===== src/rtl/smpf_pkg.sv =====
package smpf_pkg;
  localparam int SMPF_AW = 16;
  localparam int SMPF_DW = 8;
  localparam int SMPF_LW = 12;
  localparam logic [SMPF_AW-1:0] SMPF_ORG = 16'hC000;

  typedef enum logic [1:0] {
    SEL_CTRL = 2'd0,
    SEL_BASE = 2'd1,
    SEL_LEN  = 2'd2,
    SEL_STAT = 2'd3
  } smpf_sel_e;

  function automatic logic [SMPF_AW-1:0] base_of(input logic [7:0] code);
    return SMPF_ORG + {2'b00, code, 6'b000000};
  endfunction

  function automatic logic [SMPF_LW-1:0] len_of(input logic [7:0] code);
    return {code, 4'b0000} + SMPF_LW'(1);
  endfunction
endpackage


===== src/rtl/smpf_cursor.sv =====
module smpf_cursor
  import smpf_pkg::*;
(
  input  logic               clk,
  input  logic               rst_n,
  input  logic               clear,
  input  logic               reload,
  input  logic               step,
  input  logic               loop_mode,
  input  logic [SMPF_AW-1:0] base_addr,
  input  logic [SMPF_LW-1:0] base_len,
  output logic [SMPF_AW-1:0] addr,
  output logic               left_nz,
  output logic               step_last
);
  logic [SMPF_LW-1:0] left, left_n;
  logic [SMPF_AW-1:0] addr_n;
  logic               one_left;

  assign one_left = (left == SMPF_LW'(1));
  assign left_nz  = |left;

  always_comb begin
    addr_n    = addr;
    left_n    = left;
    step_last = 1'b0;
    if (clear) begin
      left_n = '0;
    end else if (reload) begin
      addr_n = base_addr;
      left_n = base_len;
    end else if (step && left_nz) begin
      if (one_left && loop_mode) begin
        addr_n = base_addr;
        left_n = base_len;
      end else begin
        addr_n    = {1'b1, addr[SMPF_AW-2:0] + (SMPF_AW-1)'(1)};
        left_n    = left - SMPF_LW'(1);
        step_last = one_left;
      end
    end
  end

  always_ff @(posedge clk or negedge rst_n) begin
    if (!rst_n) begin
      addr <= SMPF_ORG;
      left <= '0;
    end else begin
      addr <= addr_n;
      left <= left_n;
    end
  end
endmodule


===== src/rtl/smpf_refill.sv =====
module smpf_refill
  import smpf_pkg::*;
#(
  parameter int LAG = 2
) (
  input  logic               clk,
  input  logic               rst_n,
  input  logic               in_vld,
  input  logic [SMPF_DW-1:0] in_data,
  input  logic               in_last,
  input  logic               take,
  output logic               buf_full,
  output logic [SMPF_DW-1:0] buf_data,
  output logic               load_now,
  output logic               load_last,
  output logic               busy
);
  logic [LAG-1:0]     stg_v, stg_v_n, stg_l, stg_l_n;
  logic [SMPF_DW-1:0] stg_d   [LAG];
  logic [SMPF_DW-1:0] stg_d_n [LAG];
  logic               full_n;
  logic [SMPF_DW-1:0] data_n;

  assign stg_v_n[0] = in_vld;
  assign stg_l_n[0] = in_vld & in_last;
  assign stg_d_n[0] = in_vld ? in_data : stg_d[0];

  for (genvar k = 1; k < LAG; k++) begin : g_stage
    assign stg_v_n[k] = stg_v[k-1];
    assign stg_l_n[k] = stg_l[k-1];
    assign stg_d_n[k] = stg_v[k-1] ? stg_d[k-1] : stg_d[k];
  end

  assign load_now  = stg_v[LAG-1];
  assign load_last = stg_l[LAG-1];
  assign busy      = |stg_v;

  always_comb begin
    full_n = buf_full;
    data_n = buf_data;
    if (load_now) begin
      full_n = 1'b1;
      data_n = stg_d[LAG-1];
    end else if (take) begin
      full_n = 1'b0;
    end
  end

  always_ff @(posedge clk or negedge rst_n) begin
    if (!rst_n) begin
      stg_v    <= '0;
      stg_l    <= '0;
      buf_full <= 1'b0;
      buf_data <= '0;
      for (int k = 0; k < LAG; k++) stg_d[k] <= '0;
    end else begin
      stg_v    <= stg_v_n;
      stg_l    <= stg_l_n;
      buf_full <= full_n;
      buf_data <= data_n;
      for (int k = 0; k < LAG; k++) stg_d[k] <= stg_d_n[k];
    end
  end
endmodule


===== src/rtl/smpf_irq.sv =====
module smpf_irq (
  input  logic clk,
  input  logic rst_n,
  input  logic set_evt,
  input  logic clr_evt,
  output logic irq
);
  logic irq_n;

  always_comb begin
    irq_n = irq;
    if (set_evt)      irq_n = 1'b1;
    else if (clr_evt) irq_n = 1'b0;
  end

  always_ff @(posedge clk or negedge rst_n) begin
    if (!rst_n) irq <= 1'b0;
    else        irq <= irq_n;
  end
endmodule


===== src/rtl/smp_fetch_unit.sv =====
module smp_fetch_unit
  import smpf_pkg::*;
#(
  parameter int         LOAD_LAG = 2,
  parameter logic [4:0] SIDE_IDX = 5'h16
) (
  input  logic               clk,
  input  logic               rst_n,
  input  logic               reg_we,
  input  logic [1:0]         reg_sel,
  input  logic [7:0]         reg_wdata,
  output logic               dma_req,
  output logic [SMPF_AW-1:0] dma_addr,
  input  logic               dma_done,
  input  logic [SMPF_DW-1:0] dma_data,
  output logic               dma_side_hit,
  input  logic               buf_take,
  output logic               buf_full,
  output logic [SMPF_DW-1:0] buf_data,
  output logic               bytes_pending,
  output logic               irq
);
  logic       ctl_irq_en, ctl_irq_en_n, ctl_loop, ctl_loop_n;
  logic [7:0] base_code, base_code_n, len_code, len_code_n;
  logic       wr_ctrl, wr_base, wr_len, wr_stat;
  logic       left_nz, step_last, ld_now, ld_last, pipe_busy;

  assign wr_ctrl = reg_we && (reg_sel == SEL_CTRL);
  assign wr_base = reg_we && (reg_sel == SEL_BASE);
  assign wr_len  = reg_we && (reg_sel == SEL_LEN);
  assign wr_stat = reg_we && (reg_sel == SEL_STAT);

  always_comb begin
    ctl_irq_en_n = ctl_irq_en;
    ctl_loop_n   = ctl_loop;
    base_code_n  = base_code;
    len_code_n   = len_code;
    if (wr_ctrl) begin
      ctl_irq_en_n = reg_wdata[7];
      ctl_loop_n   = reg_wdata[6];
    end
    if (wr_base) base_code_n = reg_wdata;
    if (wr_len)  len_code_n  = reg_wdata;
  end

  always_ff @(posedge clk or negedge rst_n) begin
    if (!rst_n) begin
      ctl_irq_en <= 1'b0;
      ctl_loop   <= 1'b0;
      base_code  <= '0;
      len_code   <= '0;
    end else begin
      ctl_irq_en <= ctl_irq_en_n;
      ctl_loop   <= ctl_loop_n;
      base_code  <= base_code_n;
      len_code   <= len_code_n;
    end
  end

  smpf_cursor u_cursor (
    .clk       (clk),
    .rst_n     (rst_n),
    .clear     (wr_stat & ~reg_wdata[0]),
    .reload    (wr_stat & reg_wdata[0] & ~left_nz),
    .step      (dma_done),
    .loop_mode (ctl_loop),
    .base_addr (base_of(base_code)),
    .base_len  (len_of(len_code)),
    .addr      (dma_addr),
    .left_nz   (left_nz),
    .step_last (step_last)
  );

  smpf_refill #(.LAG(LOAD_LAG)) u_refill (
    .clk       (clk),
    .rst_n     (rst_n),
    .in_vld    (dma_done),
    .in_data   (dma_data),
    .in_last   (step_last),
    .take      (buf_take),
    .buf_full  (buf_full),
    .buf_data  (buf_data),
    .load_now  (ld_now),
    .load_last (ld_last),
    .busy      (pipe_busy)
  );

  smpf_irq u_irq (
    .clk     (clk),
    .rst_n   (rst_n),
    .set_evt (ld_now & ld_last & ctl_irq_en),
    .clr_evt (wr_stat | (wr_ctrl & ~reg_wdata[7])),
    .irq     (irq)
  );

  assign dma_req       = left_nz & ~buf_full & ~pipe_busy;
  assign dma_side_hit  = dma_done & (dma_addr[4:0] == SIDE_IDX);
  assign bytes_pending = left_nz;
endmodule


===== config.mk =====
export PLATFORM = sky130hd
export DESIGN_NAME = smp_fetch_unit
export DESIGN_NICKNAME = d
export VERILOG_FILES = /design/src/rtl/smpf_pkg.sv /design/src/rtl/smpf_cursor.sv /design/src/rtl/smpf_refill.sv /design/src/rtl/smpf_irq.sv /design/src/rtl/smp_fetch_unit.sv
export SDC_FILE = /design/constraint.sdc
export NUM_CORES = 1
export LEC_CHECK = 0
export BUFFER_PORTS_ARGS = -buffer_cell sky130_fd_sc_hd__buf_2
export CAP_MARGIN = 0
export CORE_ASPECT_RATIO = 0.5
export CORE_MARGIN = 5
export CORE_UTILIZATION = 40
export CTS_CLUSTER_DIAMETER = 100
export DETAILED_ROUTE_END_ITERATION = 8
export GPL_TIMING_DRIVEN = 1
export PLACE_DENSITY = 0.69
export SETUP_SLACK_MARGIN = 0.05
export SYNTH_ARGS = -nofsm -noshare
export SYNTH_HDL_FRONTEND = slang
export SYNTH_HIERARCHICAL = 1
export SYNTH_SLANG_ARGS = --single-unit

===== constraint.sdc =====
create_clock -name clk -period 8.2 [get_ports clk]
set_input_delay 2.05 -clock clk [delete_from_list [all_inputs] [get_ports clk]]
set_output_delay 2.05 -clock clk [all_outputs]
set_load 0.02 [all_outputs]

Word level (Yosys, flattened, before mapping)

Cells that the tools add are included.

Bits in registers: 76
Logic and storage cells: 68

Add/sub/neg operators: 4
Eq/ne operators: 5
Multiplexer cells: 15
Bitwise gates (word level): 17
Reduce and logical (&&, ||, !) cells: 14

Operators by type and width:

| operator               | number |
|---|---|
| $mux 12                | 4 |
| $mux 16                | 3 |
| $add 15x15->16 const A | 1 |
| $add 15x1->15 const B  | 1 |
| $add 12x1->12 const B  | 1 |
| $eq 12x1->1 const B    | 1 |
| $reduce_or 12->1       | 1 |
| $sub 12x1->12 const B  | 1 |
| $and 1x1->1            | 10 |
| $mux 1                 | 8 |
| $logic_and 1x1->1      | 6 |
| $not 1->1              | 6 |
| $reduce_bool 2->1      | 3 |
| $eq 5x5->1 const B     | 1 |
| $eq 2x2->1 const B     | 2 |
| $reduce_bool 3->1      | 1 |
| $eq 2x1->1 const B     | 1 |
| $logic_not 2->1        | 1 |
| $reduce_and 2->1       | 1 |
| $reduce_or 2->1        | 1 |
| $or 1x1->1             | 1 |

Longest topological paths before layout

Gate-level depths: netlist of the first run.

Word-level depth: 7
Mapped depth: 12

Hierarchy

Netlist of the first run, hierarchy kept.

Modules (own cells, without submodules):

| module         | times used | cells each | area an instance (um2) |
|---|---|---|---|
| smpf_cursor    | 1          | 233        | 1919.3 |
| smpf_refill    | 1          | 60         | 1144.8 |
| smp_fetch_unit | 1          | 51         | 777.0 |
| smpf_irq       | 1          | 3          | 36.3 |

Least setup slack after synthesis of the first run

Ideal clock, no wire load.

Path type: input -> output
Start: in dma_done
End: out dma_side_hit
Arrival time: 2695 ps
Path slack: 3455 ps
Stages: 2
Buffers on the path: 0
Cells stage by stage: nand4b_1 nor3b_1

Cells in the longest elaborated chain, start to end: 1

RTL lines:

| element            | line                 | RTL |
|---|---|---|
| start: declaration | smp_fetch_unit.sv:14 | `input logic dma_done,` |
| $and 1x1->1        | smp_fetch_unit.sv:97 | `assign dma_side_hit = dma_done & (dma_addr[4:0] == SIDE_IDX);` |
| end: declaration   | smp_fetch_unit.sv:16 | `output logic dma_side_hit,` |

No other way between the ends.

Worst setup path in the final report of the first run

Ends and elaborated chain as after synthesis.

==> results.toml, run 1 <==
[outcome]
status = "finished, final reports clean"

[power]
power_leakage_nw = 2.06
p_per_area_mw_per_mm2 = 306
ir_drop_mv = 0.120

[logic_synthesis]
synth-edff-count = 0
synth_top_family_by_area = "simple AND/OR/NAND/NOR gates"
synthCells = 347
synthTopCellsByCount = "dfrtp_1 (74), a21oi_1 (25), mux2_4 (24)"
synthTopCellsByArea = "dfrtp_1 (48%), mux2_4 (9.3%), mux2_2 (5.2%)"
synth_fa_ha_area_frac = 0.0129
async_flop_share = 1.00
muxShareOfSynthArea = 0.148
synth_compound_area_frac = 0.151
synth_simple_gate_area_frac = 0.156
yosysMostFrequentCell = "dfrtp_1"
yosysTopAreaCellShare = 0.478
ys.flop_type = "dfrtp_1"
yosysWarnings = 6
syn_area_per_cell_um2 = 11.2
synth-seq-cells = 76
synth_cell_types = 62
synth_top_cell_by_area = "dfrtp_1"
ys_seq_area_frac = 0.491
yosys.area_share.xor_xnor = 0
synth_area_mm2 = 0.00388

[global_routing]
antenna_found_initial = 0
globalRouteTotalUtil = 0.155
grt_pass1_wl_um = 14500
grt_max_degree = 77
overflow = 0
grt_pass1_vias = 2770

[timing]
finalCritPeriodShare = 0.615
finalHoldViolations = 0
fmax_ghz = 0.198
max_slew_margin = 0.348
rsz0062_at_grt = "false"
worstMarginPinSlew_ps = 978
finalSetupViolCount = 0
setup_tns_ps = 0
drv_slew = 0
hold-worst-slack_ps = 347
skew_ps = 5.32
layout_min_cycle_time_ps = 5050

[clock_tree]
cts.repair.resized = 0
cts_max_level = 3
clk_pin_slew_ps = 60
clk_latency_ps = 340
cts_tree = "done"
clock-sinks = 76
cts_buffers = 9
cts_max_path_buffers = 2
root_buffer = "clkbuf_16"
post-cts-setup-buffers = 0
cts_hold_buf = 0

[worst_setup_path]
critPathLaunchType = "input port"
endpoint_kind = "output pin"
cp_max_fo = 17
crit_required_ps = 6150
critPathLaunch = "dma_done"
critPathArrivalTime_ps = 3000
r2r_start = "u_cursor/left[7]"
crit_type = "in -> out"

[drt]
avgRoutedWirePerCell_um = 15.9
drt-pass1-iter-count = 4
drc = 0
dr_total_vias = 2869
drt_wl_total_um = 8620
vias_per_cell = 5.30
drt_iter0_drc = 135
ant_nets = 0

[final_layout]
num_antenna_cells = 0
final_layout_size_suffix_gt1_frac = 0.308
num-nets-final = 428
syn_to_final_growth_pct = 17.8

[floorplanning]
fp.dieW_um = 149
dieArea_mm2 = 0.0119
io_pins = 52
fp-row-count = 25
initial_core_util = 0.410
die_h_um = 79.6
coreArea_mm2 = 0.00945

[hold_path]
min_from = "u_refill/stg_l[0]"
hold_path.class = "reg -> reg"

[flow_run]
drv_cap = 0

[placement]
hpwl_um = 5910
gp_congestion = 0.890
portBuffers = 51
layout by cell type (no fill, tap or decap), types with 10 or more instances in the layout:
master,count
nor2_1,23
nand3_1,10
mux2_4,24
conb_1,12
nor3_1,10
nand2_1,18
mux2_2,18
buf_2,50
a21oi_1,25
o21ai_0,13
dfrtp_1,74
flip-flops by register name (all words and copies together), names as in the netlist:
register and cells:
u_refill/stg_l 2, ctl_loop 1, u_cursor/left 12, base_code 8, u_refill/buf_data 8, u_refill/stg_v 2
u_cursor/addr 16, u_refill/stg_d 16, u_irq/irq 1, ctl_irq_en 1, u_refill/buf_full 1, len_code 8
cell type report:
type,count,area [µm²]
multi-input cells,252,1870
clock inverters,4,72.6
flip-flops and latches,76,1900
well taps,135,169
inverters,9,33.8
clock buffers,12,246
repair buffers,53,273
fillers,888,4880
where the power goes:
group | switching, mW | total, mW | internal [mW] | leakage [nW]
Sequential | 0.103 | 0.574 | 0.471 | 0.915
Combinational | 0.232 | 0.399 | 0.167 | 0.997
Clock | 0.151 | 0.426 | 0.274 | 0.153
Total | 0.487 | 1.40 | 0.912 | 2.06
per-layer routing:
metal	GRT usage	wire [µm]
met4	0.0530	114
met3	0.0493	511
met1	0.212	4210
met5	0	0
met2	0.234	3780
worst max-delay path, cell delays in order:
cell,delay [ps]
buf_2,360
nand4b_1,160
nor3b_1,220
buf_2,200
logic make-up (layout without fill, tap and decap cells):
family,count (synthesis),in the layout
AND/OR/NAND/NOR,107,107
AO/OA/AOI/OAI,86,86
flip-flops,76,76
multiplexers,43,43
buffers and inverters,29,78
adder cells (fa/ha/maj),4,4
other,2,12
per-stage QoR:
step	total power, mW	std cells	cell area (µm²)	worst slack, ps	util
final	1.40	541	4570	3150	0.484
after global routing	1.48	541	4570	3020	0.484
after CTS	1.41	541	4570	3100	0.484
after detailed placement	0.977	525	4250	3100	0.450
after global placement	0.965	525	4250	3130	0.450
after floorplan	0.851	357	3920	3460	-
path summary, 6_finish.rpt:
path,depth (start not counted),slack [ps],end
worst max register to register,8,4240,u_cursor/addr[14]
worst min-delay path,0,350,u_refill/stg_l[1]
worst max-delay path,4,3150,dma_side_hit
max in group asynchronous,1,5690,u_refill/stg_v[0]
worst min register to register,0,350,u_refill/stg_l[1]
min in group asynchronous,1,1850,u_cursor/addr[1]
Power figures use the tool's default switching activity.
==> inputs of run 2 (changes only) <==
ABC_AREA = 1   (was unset)
clock period = 5.05 ns   (was 8.2 ns; I/O delays follow)
==> results.toml, run 2 <==
[worst_setup_path]
crit_type = "in -> out"
critPathLaunchType = "input port"
cp_max_fo = 13
crit_required_ps = 3790
critPathArrivalTime_ps = 2030
endpoint_kind = "output pin"

[logic_synthesis]
async_flop_share = 1.00
yosysWarnings = 6
syn_area_per_cell_um2 = 7.39
synth_cell_types = 30
synthCells = 561
ys.flop_type = "dfrtp_1"
ys_seq_area_frac = 0.460
synthTopCellsByCount = "nand2_1 (261), dfrtp_1 (74), inv_1 (55), nand3_1 (55), nor2_1 (26)"
yosysTopAreaCellShare = 0.447
yosysMostFrequentCell = "nand2_1"
synth_top_cell_by_area = "dfrtp_1"
synth-edff-count = 0
synth-seq-cells = 76
synth_area_mm2 = 0.00414
synthTopCellsByArea = "dfrtp_1 (45%), nand2_1 (24%), nand3_1 (6.6%)"

[power]
ir_drop_mv = 0.191
p_per_area_mw_per_mm2 = 477
power_leakage_nw = 2.61

[clock_tree]
clk_latency_ps = 340
cts_max_path_buffers = 2
cts_hold_buf = 0
root_buffer = "clkbuf_16"
clock-sinks = 76
clk_pin_slew_ps = 60
cts.repair.resized = 0
cts_max_level = 3
post-cts-setup-buffers = 0
cts_tree = "done"
cts_buffers = 9

[placement]
portBuffers = 51
gp_congestion = 0.789
postPlaceCellArea_mm2 = 0.00450
hpwl_um = 6430
dpl.cell_count = 747

[final_layout]
num_antenna_cells = 0
largestRegisters = "u_cursor/addr x16, u_refill/stg_d x16, u_cursor/left x12"
layout_common_cells = "nand2_1 (261), dfrtp_1 (74), nand3_1 (55), inv_1 (55), buf_2 (50)"
final_area_mm2 = 0.00479
syn_to_final_growth_pct = 15.6
multiInputGateArea_mm2 = 0.00190
final_layout_size_suffix_gt1_frac = 0.146
regArea_mm2 = 0.00190
layout_commonest_cell = "nand2_1"
num-nets-final = 645
stdcell_count = 763
fillers = 1045

[drt]
drt-pass1-iter-count = 5
drc = 0
vias_per_cell = 4.72
drt_wl_total_um = 9540
avgRoutedWirePerCell_um = 12.5
dr_total_vias = 3603
drt_iter0_drc = 213
ant_nets = 0

[timing]
skew_ps = 7.91
finalCritPeriodShare = 0.652
max_slew_margin = 0.355
setup_tns_ps = 0
layout_min_cycle_time_ps = 3290
fmax_ghz = 0.304
worstMarginPinSlew_ps = 967
finalSetupViolCount = 0
rsz0062_at_grt = "false"
finalHoldViolations = 0
drv_slew = 0

[outcome]
status = "finished, final reports clean"

[global_routing]
globalRouteTotalUtil = 0.160
grt_pass1_vias = 3381
antenna_found_initial = 0
grt_max_degree = 77
overflow = 0
grt_pass1_wl_um = 16300

[flow_run]
drv_cap = 0

[floorplanning]
io_pins = 52
die_h_um = 82.0
initial_core_util = 0.408
fp.dieW_um = 154
dieArea_mm2 = 0.0126
coreArea_mm2 = 0.0101
fp-row-count = 26

[hold_path]
hold_path.class = "reg -> reg"
## run 2: changes by cell type in the layout (fill, tap and decap cells not counted), sizes merged, moves of 7 or more
cell   previous run  this run
a21oi            25         1
nand2            18       267
nor3             10         1
xor2              0         7
inv               9        65
nand3            10        56
nand4             3        24
o22ai             7         0
o21ai            20         2
nor2             23        33
mux2             42         0
## run 2: path summary, 6_finish.rpt
kind	start	endpoint	slack, ps	cells after the start
setup / recovery	dma_done	dma_side_hit	1760	4
hold / removal	u_refill/stg_l[0]	u_refill/stg_l[1]	360	0
setup reg to reg	u_cursor/left[5]	u_cursor/left[10]	2470	12
hold reg to reg	u_refill/stg_l[0]	u_refill/stg_l[1]	360	0
max in group asynchronous	rst_n	u_cursor/left[3]	3350	1
min in group asynchronous	rst_n	u_refill/stg_d[8]	1090	1
## run 2: cell families (layout without fill, tap and decap cells)
kind of cell	count (synthesis)	in the layout	share of synthesized area
and+or+nand+nor	384	384	0.400
xor gates and xnor gates	11	11	0.0232
buffers and inverters	78	130	0.0918
AOI/OAI and AO/OA	6	6	0.0118
adders and majority gates	4	4	0.0121
DFF	76	76	0.460
other	2	12	0.00181
## run 2: layout make-up
| type | instances | share of cell area |
|---|---|---|
| clock buffers | 9 | 0.0470 |
| clock inverters | 7 | 0.0146 |
| inverters | 62 | 0.0533 |
| multi-input cells | 417 | 0.396 |
| flip-flops and latches | 76 | 0.397 |
| well taps | 140 | 0.0366 |
| repair buffers | 52 | 0.0554 |
## run 2: metal layers
layer	routed length, µm	GRT usage	share of wire	up-vias
li1	-	-	-	1843
met1	4580	0.213	0.48	1669
met2	4460	0.267	0.47	84
met3	422	0.0384	0.044	7
met4	74	0.0405	0.0078	0
met5	0	0	0	-
## run 2: power by group
part | leakage (nW) | switching, mW | internal (mW)
Sequential | 0.961 | 0.160 | 0.750
Combinational | 1.51 | 0.470 | 0.275
Clock | 0.142 | 0.285 | 0.347
Total | 2.61 | 0.916 | 1.37
## run 2: per-stage QoR
stage | setup WS, ps | total power [mW] | utilization | hold slack, ps
after detailed placement | 1750 | 1.66 | 0.443 | 336
after global routing | 1660 | 2.46 | 0.472 | 366
after floorplan | 2140 | 1.45 | - | 331
after CTS | 1740 | 2.31 | 0.472 | 364
final | 1760 | 2.29 | 0.472 | 362
after global placement | 1770 | 1.64 | 0.443 | 336
## run 2: worst max-delay path, cell delays in order
cell and delay [ps]:
buf_2 340, nand4_1 140, nor2_1 110, buf_2 170
==> inputs of run 3 (changes only) <==
PLACE_DENSITY = 0.71   (was 0.69)
clock period = 2.7 ns   (was 5.05 ns; I/O delays follow)
==> results.toml, run 3 (synthesized netlist as in run 2, its figures left out) <==
[outcome]
status = "finished, final reports clean"

[worst_setup_path]
reg2reg_setup_slack_ps = 290
cp_cell_sequence = "nor2_2, nand2_2, nor2_4, nand2_2, inv_1, nand2_1, nor2_1, clkinv_1, nand2_8, inv_2, nand2_1, nand3_1, nand2_1"
crit_type = "reg -> reg"
critPathLaunchType = "register"
cp_common_cell = "nand2_1"
cp_max_fo = 28
critPathArrivalTime_ps = 2690
slowest_stage = "dfrtp_1"
cpPeakStageDelay_ps = 440
crit_required_ps = 2980
endpoint_kind = "register"

[placement]
portBuffers = 51
gp_congestion = 0.870
hpwl_um = 6890

[timing]
drv_slew = 0
rsz0062_at_grt = "false"
finalHoldViolations = 0
layout_min_cycle_time_ps = 2410
skew_ps = 5.35
setup_tns_ps = 0
finalCritPeriodShare = 0.894
fmax_ghz = 0.414
finalSetupViolCount = 0

[clock_tree]
cts_tree = "done"
clock-sinks = 76
clk_pin_slew_ps = 60
cts_max_path_buffers = 2
root_buffer = "clkbuf_16"
clk_latency_ps = 340
cts_buffers = 9
cts_max_level = 3

[power]
power_leakage_nw = 2.64
ir_drop_mv = 0.425
total_power_mw = 4.27
p_per_area_mw_per_mm2 = 880

[drt]
avgRoutedWirePerCell_um = 12.8
vias_per_cell = 4.71
drt_iter0_drc = 260
dr_total_vias = 3634
ant_nets = 0
drt-pass1-iter-count = 5
drc = 0
drt_wl_total_um = 9850

[global_routing]
use_met1 = 0.217
antenna_found_initial = 0
globalRouteTotalUtil = 0.164
use_met2 = 0.267
grt_use_met3 = 0.0447
overflow = 0
grt_pass1_vias = 3382
grt_pass1_wl_um = 16500
grt_max_degree = 38
grt-busiest-layer = "met2"

[floorplanning]
initial_core_util = 0.408
coreArea_mm2 = 0.0101
io_pins = 52
die_h_um = 82.0
dieArea_mm2 = 0.0126
fp-row-count = 26
fp.dieW_um = 154

[hold_path]
hold_path.class = "in -> async"

[final_layout]
syn_to_final_growth_pct = 17.0
largestRegisters = "u_cursor/addr x16, u_refill/stg_d x16, u_cursor/left x12"
final_core_util = 0.478
final_layout_size_suffix_gt1_frac = 0.157
layout_common_cells = "nand2_1 (261), dfrtp_1 (74), nand3_1 (55), inv_1 (55), buf_2 (50)"
num-nets-final = 653
num_antenna_cells = 0
layout_commonest_cell = "nand2_1"

[flow_run]
drv_cap = 0
[run 3: cell types whose count changed in the layout (fill, tap and decap cells not counted), sizes merged]
cell | previous run | this run
clkinvlp | 1 | 3
clkinv | 3 | 2
buf | 52 | 60
inv | 65 | 64
[run 3: power by group]
| group | total, mW | switching [mW] | internal, mW |
|---|---|---|---|
| logic | 1.41 | 0.887 | 0.524 |
| clock network | 1.15 | 0.514 | 0.633 |
| registers | 1.71 | 0.306 | 1.40 |
| total | 4.27 | 1.71 | 2.56 |
[run 3: per-layer routing]
metal | up-vias | share of wire
met1 | 1659 | 0.48
met5 | - | 0
met2 | 95 | 0.45
met3 | 14 | 0.052
met4 | 0 | 0.015
li1 | 1866 | -
[run 3: repair_timing]
| item | in CTS | in global routing |
|---|---|---|
| buffers inserted | 0 | 0 |
| gates resized for setup | 0 | 1 |
| hold buffers | 0 | 0 |
| setup endpoints to repair | 0 | 7 |
[run 3: final timing paths]
kind                                      to               from  depth (start not counted)
max reg2reg                 u_cursor/addr[8]   u_cursor/left[7]                         13
min                                u_irq/irq              rst_n                          1
max in group asynchronous  u_cursor/addr[15]              rst_n                          2
min reg2reg                u_refill/stg_l[1]  u_refill/stg_l[0]                          0
max                         u_cursor/addr[8]   u_cursor/left[7]                         13
min in group clk           u_refill/stg_l[1]  u_refill/stg_l[0]                          0
[run 3: stage by stage]
stage | cells | area [µm²] | hold slack [ps] | setup slack, ps
2_1_floorplan | 571 | 4180 | 331 | 598
4_1_cts | 771 | 4840 | 307 | 253
6_report | 771 | 4850 | 297 | 287
3_5_place_dp | 755 | 4560 | 350 | 291
5_1_grt | 771 | 4850 | 329 | 67.7
3_3_place_gp | 755 | 4560 | 337 | 345
[run 3: cell type report]
cell class | count | area (µm²)
inverters | 62 | 255
well taps | 140 | 175
multi-input cells | 417 | 1910
repair buffers | 60 | 325
clock inverters | 7 | 57.6
clock buffers | 9 | 225
fillers | 1021 | 5300
flip-flops and latches | 76 | 1900
[run 3: worst max-delay path: cells and delay by family, from the launching register on]
kind,cells,cell delay [ps]
buf+inv,3,570
flops,1,440
simple gates,10,1320
